File: src/rtl/stvx_pkg.sv
`timescale 1ns/1ps
package stvx_pkg;

    parameter int unsigned PKG_XW = 12;
    parameter int unsigned PKG_YW = 12;
    parameter int unsigned PKG_WW = 13;
    parameter int unsigned PKG_OW = 32;

    typedef enum logic [2:0] {
        LAY_NONE        = 3'd0,
        LAY_TILE        = 3'd1,
        LAY_SUPER       = 3'd2,
        LAY_SPLIT_TILE  = 3'd3,
        LAY_SPLIT_SUPER = 3'd4
    } layout_e;

    // Byte shifts of one 4x4 tile and one 64x64 super-tile (4 bytes per pixel)
    localparam int unsigned TILE_SHIFT  = 6;
    localparam int unsigned SUPER_SHIFT = 14;

    function automatic logic lay_known(input logic [2:0] m);
        return (m >= 3'd1) && (m <= 3'd4);
    endfunction

    function automatic logic lay_super(input logic [2:0] m);
        return (m == LAY_SUPER) || (m == LAY_SPLIT_SUPER);
    endfunction

    function automatic logic lay_split(input logic [2:0] m);
        return (m == LAY_SPLIT_TILE) || (m == LAY_SPLIT_SUPER);
    endfunction

endpackage

File: src/rtl/stvx_decomp.sv
`timescale 1ns/1ps
// Splits a coordinate into a unit row, unit column, row pitch in units,
// and the byte offset inside the unit (tile or super-tile).
module stvx_decomp
    import stvx_pkg::*;
#(
    parameter int unsigned XW = PKG_XW,
    parameter int unsigned YW = PKG_YW,
    parameter int unsigned WW = PKG_WW,
    localparam int unsigned ROW_W   = YW - 2,
    localparam int unsigned COL_W   = XW - 2,
    localparam int unsigned PITCH_W = WW - 2
) (
    input  logic [XW-1:0]          px_x,
    input  logic [YW-1:0]          px_y,
    input  logic [2:0]             mode,
    input  logic [WW-1:0]          surf_width,
    output logic [ROW_W-1:0]       row,
    output logic [COL_W-1:0]       col,
    output logic [PITCH_W-1:0]     pitch,
    output logic [SUPER_SHIFT-1:0] inner,
    output logic                   is_super,
    output logic                   is_split
);
    always_comb begin
        is_super = lay_super(mode);
        is_split = lay_split(mode);
        if (is_super) begin
            row   = ROW_W'(px_y >> 6);
            col   = COL_W'(px_x >> 6);
            pitch = PITCH_W'(surf_width >> 6);
            // group row/col, tile row/col in group, pixel row/col, byte
            inner = {px_y[5:4], px_x[5:3], px_y[3:2], px_x[2],
                     px_y[1:0], px_x[1:0], 2'b00};
        end else begin
            row   = ROW_W'(px_y >> 2);
            col   = COL_W'(px_x >> 2);
            pitch = PITCH_W'(surf_width >> 2);
            inner = {8'b0, px_y[1:0], px_x[1:0], 2'b00};
        end
    end
endmodule

File: src/rtl/stvx_compose.sv
`timescale 1ns/1ps
// Builds the linear offset from the decomposed fields, then applies the
// dual-pipe split: tile-number LSB picks the base, the rest is halved.
module stvx_compose
    import stvx_pkg::*;
#(
    parameter int unsigned XW = PKG_XW,
    parameter int unsigned YW = PKG_YW,
    parameter int unsigned WW = PKG_WW,
    parameter int unsigned OW = PKG_OW,
    localparam int unsigned ROW_W   = YW - 2,
    localparam int unsigned COL_W   = XW - 2,
    localparam int unsigned PITCH_W = WW - 2,
    localparam int unsigned UNIT_W  = ROW_W + PITCH_W + 1
) (
    input  logic [ROW_W-1:0]       row,
    input  logic [COL_W-1:0]       col,
    input  logic [PITCH_W-1:0]     pitch,
    input  logic [SUPER_SHIFT-1:0] inner,
    input  logic                   is_super,
    input  logic                   is_split,
    output logic                   base_sel,
    output logic [OW-1:0]          offset
);
    logic [UNIT_W-1:0] unit_idx;
    logic [OW-1:0]     linear;
    logic [OW-1:0]     split_off;

    always_comb begin
        unit_idx = UNIT_W'(row) * UNIT_W'(pitch) + UNIT_W'(col);
        if (is_super)
            linear = OW'({unit_idx, inner});
        else
            linear = OW'({unit_idx, inner[TILE_SHIFT-1:0]});
        split_off = {1'b0, linear[OW-1:TILE_SHIFT+1], linear[TILE_SHIFT-1:0]};
        base_sel  = is_split & linear[TILE_SHIFT];
        offset    = is_split ? split_off : linear;
    end
endmodule

File: src/rtl/stvx_addr_xlate.sv
`timescale 1ns/1ps
module stvx_addr_xlate
    import stvx_pkg::*;
#(
    parameter int unsigned XW = PKG_XW,
    parameter int unsigned YW = PKG_YW,
    parameter int unsigned WW = PKG_WW,
    parameter int unsigned OW = PKG_OW,
    localparam int unsigned ROW_W   = YW - 2,
    localparam int unsigned COL_W   = XW - 2,
    localparam int unsigned PITCH_W = WW - 2
) (
    input  logic          clk,
    input  logic          rst,
    input  logic          in_valid,
    output logic          in_ready,
    input  logic [XW-1:0] px_x,
    input  logic [YW-1:0] px_y,
    input  logic [2:0]    mode,
    input  logic [WW-1:0] surf_width,
    output logic          config_error,
    output logic          out_valid,
    input  logic          out_ready,
    output logic          out_base_sel,
    output logic [OW-1:0] out_offset
);
    typedef struct packed {
        logic [ROW_W-1:0]       row;
        logic [COL_W-1:0]       col;
        logic [PITCH_W-1:0]     pitch;
        logic [SUPER_SHIFT-1:0] inner;
        logic                   is_super;
        logic                   is_split;
    } s1_t;

    s1_t           s1_d, s1_q;
    logic          s1_v;
    logic          s2_en, s1_en;
    logic          c_base;
    logic [OW-1:0] c_off;

    assign s2_en    = !out_valid || out_ready;
    assign s1_en    = !s1_v || s2_en;
    assign in_ready = s1_en;

    always_comb begin
        if (!lay_known(mode))
            config_error = 1'b1;
        else if (lay_super(mode))
            config_error = (surf_width[5:0] != 6'd0);
        else
            config_error = (surf_width[1:0] != 2'd0);
    end

    stvx_decomp #(.XW(XW), .YW(YW), .WW(WW)) decomp_i (
        .px_x      (px_x),
        .px_y      (px_y),
        .mode      (mode),
        .surf_width(surf_width),
        .row       (s1_d.row),
        .col       (s1_d.col),
        .pitch     (s1_d.pitch),
        .inner     (s1_d.inner),
        .is_super  (s1_d.is_super),
        .is_split  (s1_d.is_split)
    );

    always_ff @(posedge clk) begin
        if (rst) begin
            s1_v <= 1'b0;
            s1_q <= '0;
        end else if (s1_en) begin
            s1_v <= in_valid;
            if (in_valid) s1_q <= s1_d;
        end
    end

    stvx_compose #(.XW(XW), .YW(YW), .WW(WW), .OW(OW)) compose_i (
        .row     (s1_q.row),
        .col     (s1_q.col),
        .pitch   (s1_q.pitch),
        .inner   (s1_q.inner),
        .is_super(s1_q.is_super),
        .is_split(s1_q.is_split),
        .base_sel(c_base),
        .offset  (c_off)
    );

    always_ff @(posedge clk) begin
        if (rst) begin
            out_valid    <= 1'b0;
            out_base_sel <= 1'b0;
            out_offset   <= '0;
        end else if (s2_en) begin
            out_valid <= s1_v;
            if (s1_v) begin
                out_base_sel <= c_base;
                out_offset   <= c_off;
            end
        end
    end
endmodule

File: config.mk
export PLATFORM = sky130hd
export DESIGN_NAME = stvx_addr_xlate
export DESIGN_NICKNAME = d
export VERILOG_FILES = /design/src/rtl/stvx_pkg.sv /design/src/rtl/stvx_decomp.sv /design/src/rtl/stvx_compose.sv /design/src/rtl/stvx_addr_xlate.sv
export SDC_FILE = /design/constraint.sdc
export NUM_CORES = 1
export LEC_CHECK = 0
export ABC_AREA = 1
export BUFFER_PORTS_ARGS = -buffer_cell sky130_fd_sc_hd__buf_2
export CAP_MARGIN = 0
export CORE_ASPECT_RATIO = 1.2
export CORE_UTILIZATION = 45
export DETAILED_ROUTE_END_ITERATION = 10
export GPL_TIMING_DRIVEN = 1
export PLACE_DENSITY = 0.7
export SETUP_SLACK_MARGIN = 0.4
export SLEW_MARGIN = 10
export SYNTH_ARGS = -nofsm -noshare
export SYNTH_HDL_FRONTEND = slang
export SYNTH_HIERARCHICAL = 1
export SYNTH_SLANG_ARGS = --single-unit
File: constraint.sdc
create_clock -name clk -period 13 [get_ports clk]
set_input_delay 1.3 -clock clk [delete_from_list [all_inputs] [get_ports clk]]
set_output_delay 1.3 -clock clk [all_outputs]
set_load 0.05 [all_outputs]
# Word level (Yosys, flattened, before mapping)
# Index checks and enable logic that the tools add are counted.
# W data, S select, Z words.
op_classes:
  n_addsub: 1
  n_mul: 1
  n_div: 0
  magnitude_cmp: 2
  n_eq_ne: 3
  shift: 0
  n_mux: 8
  n_bitwise: 1
  n_reduce_logical: 11
ops:
  columns: ["cell", "n"]
  rows:
  - ["$mux W32", 2]
  - ["$add A21 B10 Y22", 1]
  - ["$mul A10 B11 Y21", 1]
  - ["$mux W10", 2]
  - ["$mux W14", 1]
  - ["$mux W11", 1]
  - ["$eq A3 B2 Y1 const B", 2]
  - ["$reduce_bool A6 Y1", 1]
  - ["$logic_or A1 B1 Y1", 4]
  - ["$reduce_and A2 Y1", 2]
  - ["$eq A3 B3 Y1 const B", 1]
  - ["$ge A3 B1 Y1 const B", 1]
  - ["$le A3 B3 Y1 const B", 1]
  - ["$logic_not A1 Y1", 2]
  - ["$mux W1", 2]
  - ["$reduce_bool A2 Y1", 1]
  - ["$and A1 B1 Y1", 1]
  - ["$logic_and A1 B1 Y1", 1]
word_totals:
  ff_bits: 82
  latchBits: 0
  ram_bits: 0
  mem_bits_ro: 0
  out_inout_bits: 36
  mem_count: 0

# Longest topological paths before layout
logic_depth:
  ltp_word: 4
  mapped_depth: 28
  depth_no_buf: 27

# Cells and area by module
# Netlist, hierarchy kept.
modules_own_cells:
  columns: ["module", "n_inst", "cells_each", "area_each_um2", "seq_area_each_um2"]
  rows:
  - ["stvx_compose", 1, 778, 5089.9, 0.0]
  - ["stvx_addr_xlate", 1, 508, 3555.9, 1641.6]
  - ["stvx_decomp", 1, 123, 630.6, 0.0]

# Least setup slack after synthesis
# No wires, ideal clock.
synth_path:
  path_type: "reg2reg"
  start: "reg s1_q[38] (netlist bit)"
  end: "reg out_offset[25]"
  setup_ns: 0.114
  t_arrival_ns: 4.730
  setup_slack_ns: 8.156
  stages_incl_launch_ff: 27
  n_path_buf: 1
  period_less_slack_ns: 4.844
  cell_sequence: "dfxtp_1 -> clkbuf_1 -> nand2_1 -> fa_1 -> inv_1 -> fa_1 -> inv_1 -> fa_1 -> inv_1 -> fa_1 -> inv_1 -> fa_1 -> inv_1 -> ha_1 -> nand2_1 -> nand2_1 -> a21oi_1 -> nand3_1 -> nand2_1 -> nand2_1 -> nand2_1 -> nand3_1 -> nand3_1 -> nand2_1 -> nand3b_1 -> nand2_1 -> nor2_1"
synth_via:
  elab_chain_len: 4
synth_lines:
  columns: ["element", "line", "source"]
  rows:
  - ["start: declaration", "stvx_addr_xlate.sv:36", "s1_t s1_d, s1_q;"]
  - ["start signal: assignment", "stvx_addr_xlate.sv:71", "s1_q <= '0;"]
  - ["start signal: assignment", "stvx_addr_xlate.sv:74", "if (in_valid) s1_q <= s1_d;"]
  - ["$mul A10 B11 Y21", "stvx_compose.sv:30", "unit_idx = UNIT_W'(row) * UNIT_W'(pitch) + UNIT_W'(col);"]
  - ["$add A21 B10 Y22", "stvx_compose.sv:30", null]
  - ["$mux W32", "stvx_compose.sv:31", "if (is_super)"]
  - ["$mux W32", "stvx_compose.sv:37", "offset = is_split ? split_off : linear;"]
  - ["net c_off[25]", "stvx_addr_xlate.sv:40", "logic [OW-1:0] c_off;"]
  - ["end signal: assignment", "stvx_addr_xlate.sv:98", "out_offset <= c_off;"]
  - ["end: declaration", "stvx_addr_xlate.sv:25", "output logic [OW-1:0] out_offset"]
# The timed path passes the listed nets, and every way through them passes these cells.
# A chain may end at the register's enable or synchronous reset.

# Worst setup path in the final report
layout_path:
  start: "reg s1_q[38] (netlist bit)"
  end: "reg out_offset[24]"
# Same word-level chain as after synthesis.

==> impl_results.md <==
- Status: completed
- Diode count: 0
- Routed WL per cell: ~13 um
- Final nets: 1603
- Startpoint types: register
- Die area: roughly 0.021 sq mm
- Final setup viols: 0
- Flop-to-flop setup slack: 7.58 ns
- Non-Filler Instances: 1685
- Remaining antenna violation count: 0
- Mean Syn Cell Area: 6.584 sq um
- VDD IR max: 0.06528 mV
- Worst-skew pair later-pin latency: between 0.3 and 0.4 ns
- Overflow after GRT: 0
- Largest net degree at the start of global routing: 97
- Slew Viols, Final: 0
- Die H: between 150 and 200 um
- Crit Reg-Reg Startpoint: s1_q[38]
- Flop pwr share: 0.323
- Clock buffer depth: 2
- GR Layer Usage met1: 0.2638
- Cts hold-fix bufs: 0
- Sequential cell area: 0.001642 sq mm
- Worst endpoint required time: 13.25 ns
- Most used cell, CP: nand2_1
- Area grow syn2layout: 5.894%
- DR vias/cell: just under 5
- Layout cells sized above 1: 0.08944
- GR Util met3: 0.02388
- Initial antenna violation count: 0
- Data arrival time of the worst path: 5.67 ns
- Placer Congestion: 0.8736
- CTS Sinks: 82
- Io pins: 80
- Clock root buffer: clkbuf_16
- Crit path max fanout: 12
- DIE WIDTH: 133.1 um
- Port-buffer cells: 79
- Mapped Area: 0.009276 sq mm
- P_int: 0.5481 mW
- Drt pass-1 iters: 5
- Unrepaired setup endpoints after global routing: no
- Multi-input logic area: 0.006080 sq mm
- Reg2reg end: out_offset[24]
- Worst path buffer plus inverter count: 5
- Pwr Density: 95.84 mW/mm^2
- Worst Setup EP: out_offset[24]
- Starting density of the core: 0.4580
- Routing usage on met2: 0.3798
- CORE AREA: 0.02025 sq mm
- Mapped Cells: 1409
- Global-route usage over all layers: 0.2129
- Max-cap violations: 0
- Worst-margin pin slew: roughly 1.2 ns
- Vias: 8267
- Register-to-Register Path Depth: 25
- Sequential share of the synthesized area: 0.1770
- Placed instance count: between 1500 and 2000
- Seq cells post-synth: 82
- Critical path class: register to register
- Grt peak-use layer: met2
- PostCTS Resize Cnt: 0
- # H-tree levels: 3
- Pleak: between 5 and 6 nW
- WP depth: 25
- Slowest cell on the critical path: dfxtp_1
- CP top delay family: adder cells
- Vias in the first global route: a little over 8000
- Endpoints failing hold: 0
- Max incr delay on CP: 0.63 ns
- Fin crit period: 5.420 ns
- Setup Total Neg Slack: 0 ns
- TritonCTS buffer count: 9
- Post-detailed-routing wire length: about 21 mm
- Synth area leader: dfxtp_1
- Post-CTS Repair Setup Buffers: 0
- Critical Path End Type: register
- Hold Crit Class: register to register
- Combinational share of power: 0.415
- Yosys warns: 6
- Worst hold slack: 0.4779 ns
- Sw Ratio: 0.4178
- Rows: 57
- Hold path startpoint: s1_q[3]
- Yosys top cell area share: 0.1770
- CP startpoint: s1_q[38]
- FILL cells: 2165
- DR iter-0 viols: between 500 and 600
- Top cells by area, synth: dfxtp_1 18%, fa_1 17%, nand2_1 14%
- Slew headroom: 0.2021
- Worst-path clk slew: 0.07 ns
- Final critical-path share of the clock period: 0.4169
- Max Clk Rate: 184.5 MHz
- CTS tree: yes
- Switching Power: about 0.4 mW
- Global-route wire length before repair: 37.07 mm
- Clk pwr share: 0.262
- DPL Wire Length: 16.60 mm
- DRC: 0
- Synth cell types: 36
- Worst Skew: about 0.011 ns
==> power groups by stage <==
stage / combinational [mW] / clock [mW] / sequential, mW
after floorplan: 0.297 / 0 / 0.316
after global placement: 0.388 / 0 / 0.308
after detailed placement: 0.394 / 0 / 0.309
after CTS: 0.395 / 0.251 / 0.303
after global routing: 0.448 / 0.264 / 0.308
final: 0.390 / 0.247 / 0.304
==> registers in the layout (all words and copies together) (netlist names) <==
register,count
s1_v,1
out_base_sel,1
out_offset,32
s1_q,47
out_valid,1
==> Yosys cell counts (all sizes together) <==
cell type  number
nand2         351
inv           282
nor2          165
nand3         144
dfxtp          82
fa             81
a21oi          63
ha             63
buf            58
nand3b         39
clkbuf         31
o21ai          21
nor3            6
xnor2           5
mux2i           4
o211ai          4
nand4           3
or2             2
xor2            2
clkinv          1
conb            1
o21bai          1
==> metal layers <==
metal	up-vias	wire length [um]	part of all wire
met1	3813	9517	0.44
met3	34	719	0.034
met5	-	0	0
met4	0	500	0.023
li1	4253	-	-
met2	167	10660	0.50
==> final cells by class <==
| type | count | area share |
|---|---|---|
| timing repair buffer | 83 | 0.04331 |
| clock inverter | 7 | 0.005859 |
| clock buffer | 9 | 0.02293 |
| multi-input combinational | 956 | 0.6189 |
| sequential | 82 | 0.1671 |
| inverter | 283 | 0.1081 |
| tap | 265 | 0.03375 |
==> placed cells by master, fill, tap and decap left out, types with 3 or more instances in the layout <==
master and count:
a21oi_1 60, a21oi_2 3, buf_2 79, buf_4 4, clkbuf_16 9, dfxtp_1 82
fa_1 81, ha_1 63, inv_1 279, inv_2 3, inv_6 3, mux2i_1 4
nand2_1 342, nand2_2 8, nand3_1 138, nand3_2 6, nand3b_1 39, nand4_1 3
nor2_1 162, nor2_2 3, nor3_1 6, o211ai_1 4, o21ai_0 13, o21ai_1 6
xnor2_1 5
==> worst register-to-register path, stage by stage (launching register included) <==
cell	delay (ns)
dfxtp_1	0.63
nand2_1	0.16
fa_1	0.56
inv_1	0.06
fa_1	0.51
inv_1	0.06
fa_1	0.54
inv_1	0.05
fa_1	0.47
inv_1	0.05
fa_1	0.47
inv_1	0.04
ha_1	0.34
nand2_1	0.10
nand2_1	0.08
a21oi_1	0.20
nand3_1	0.19
nand2_1	0.12
nand2_1	0.05
nand2_1	0.06
nand3_1	0.10
nand3_1	0.12
nand2_1	0.07
nand3b_1	0.17
nand2_1	0.10
nor2_1	0.04
==> how the worst min path moves through the flow <==
stage                     depth (start not counted)        endpoint  slack [ns]
after floorplan                                   2         s1_q[0]        0.45
after global placement                            2         s1_q[3]        0.45
after detailed placement                          2         s1_q[3]        0.46
after CTS                                         2         s1_q[3]        0.48
after global routing                              2  out_offset[12]        0.50
final                                             2         s1_q[3]        0.48
==> cell families (layout without fill, tap and decap cells) <==
group	Yosys count	after routing	synth area share
simple gates	710	710	0.3317
buf+inv	372	382	0.1681
fa+ha+maj	144	144	0.2598
xor+xnor	7	7	0.006609
other cells	1	2	0.0004043
mux	4	4	0.004316
flops	82	82	0.1770
compound gates	89	89	0.05220
==> metrics by stage <==
step	power (mW)	util	setup WS (ns)	instance area [sq um]
4_1_cts	0.9497	0.4850	7.562	9823
5_1_grt	1.019	0.4850	7.230	9823
2_1_floorplan	0.6131	-	8.156	9280
3_5_place_dp	0.7031	0.4710	7.544	9540
6_report	0.9414	0.4850	7.580	9823
3_3_place_gp	0.6964	0.4710	7.613	9540
Note: power is estimated with default switching activity, not from simulation.
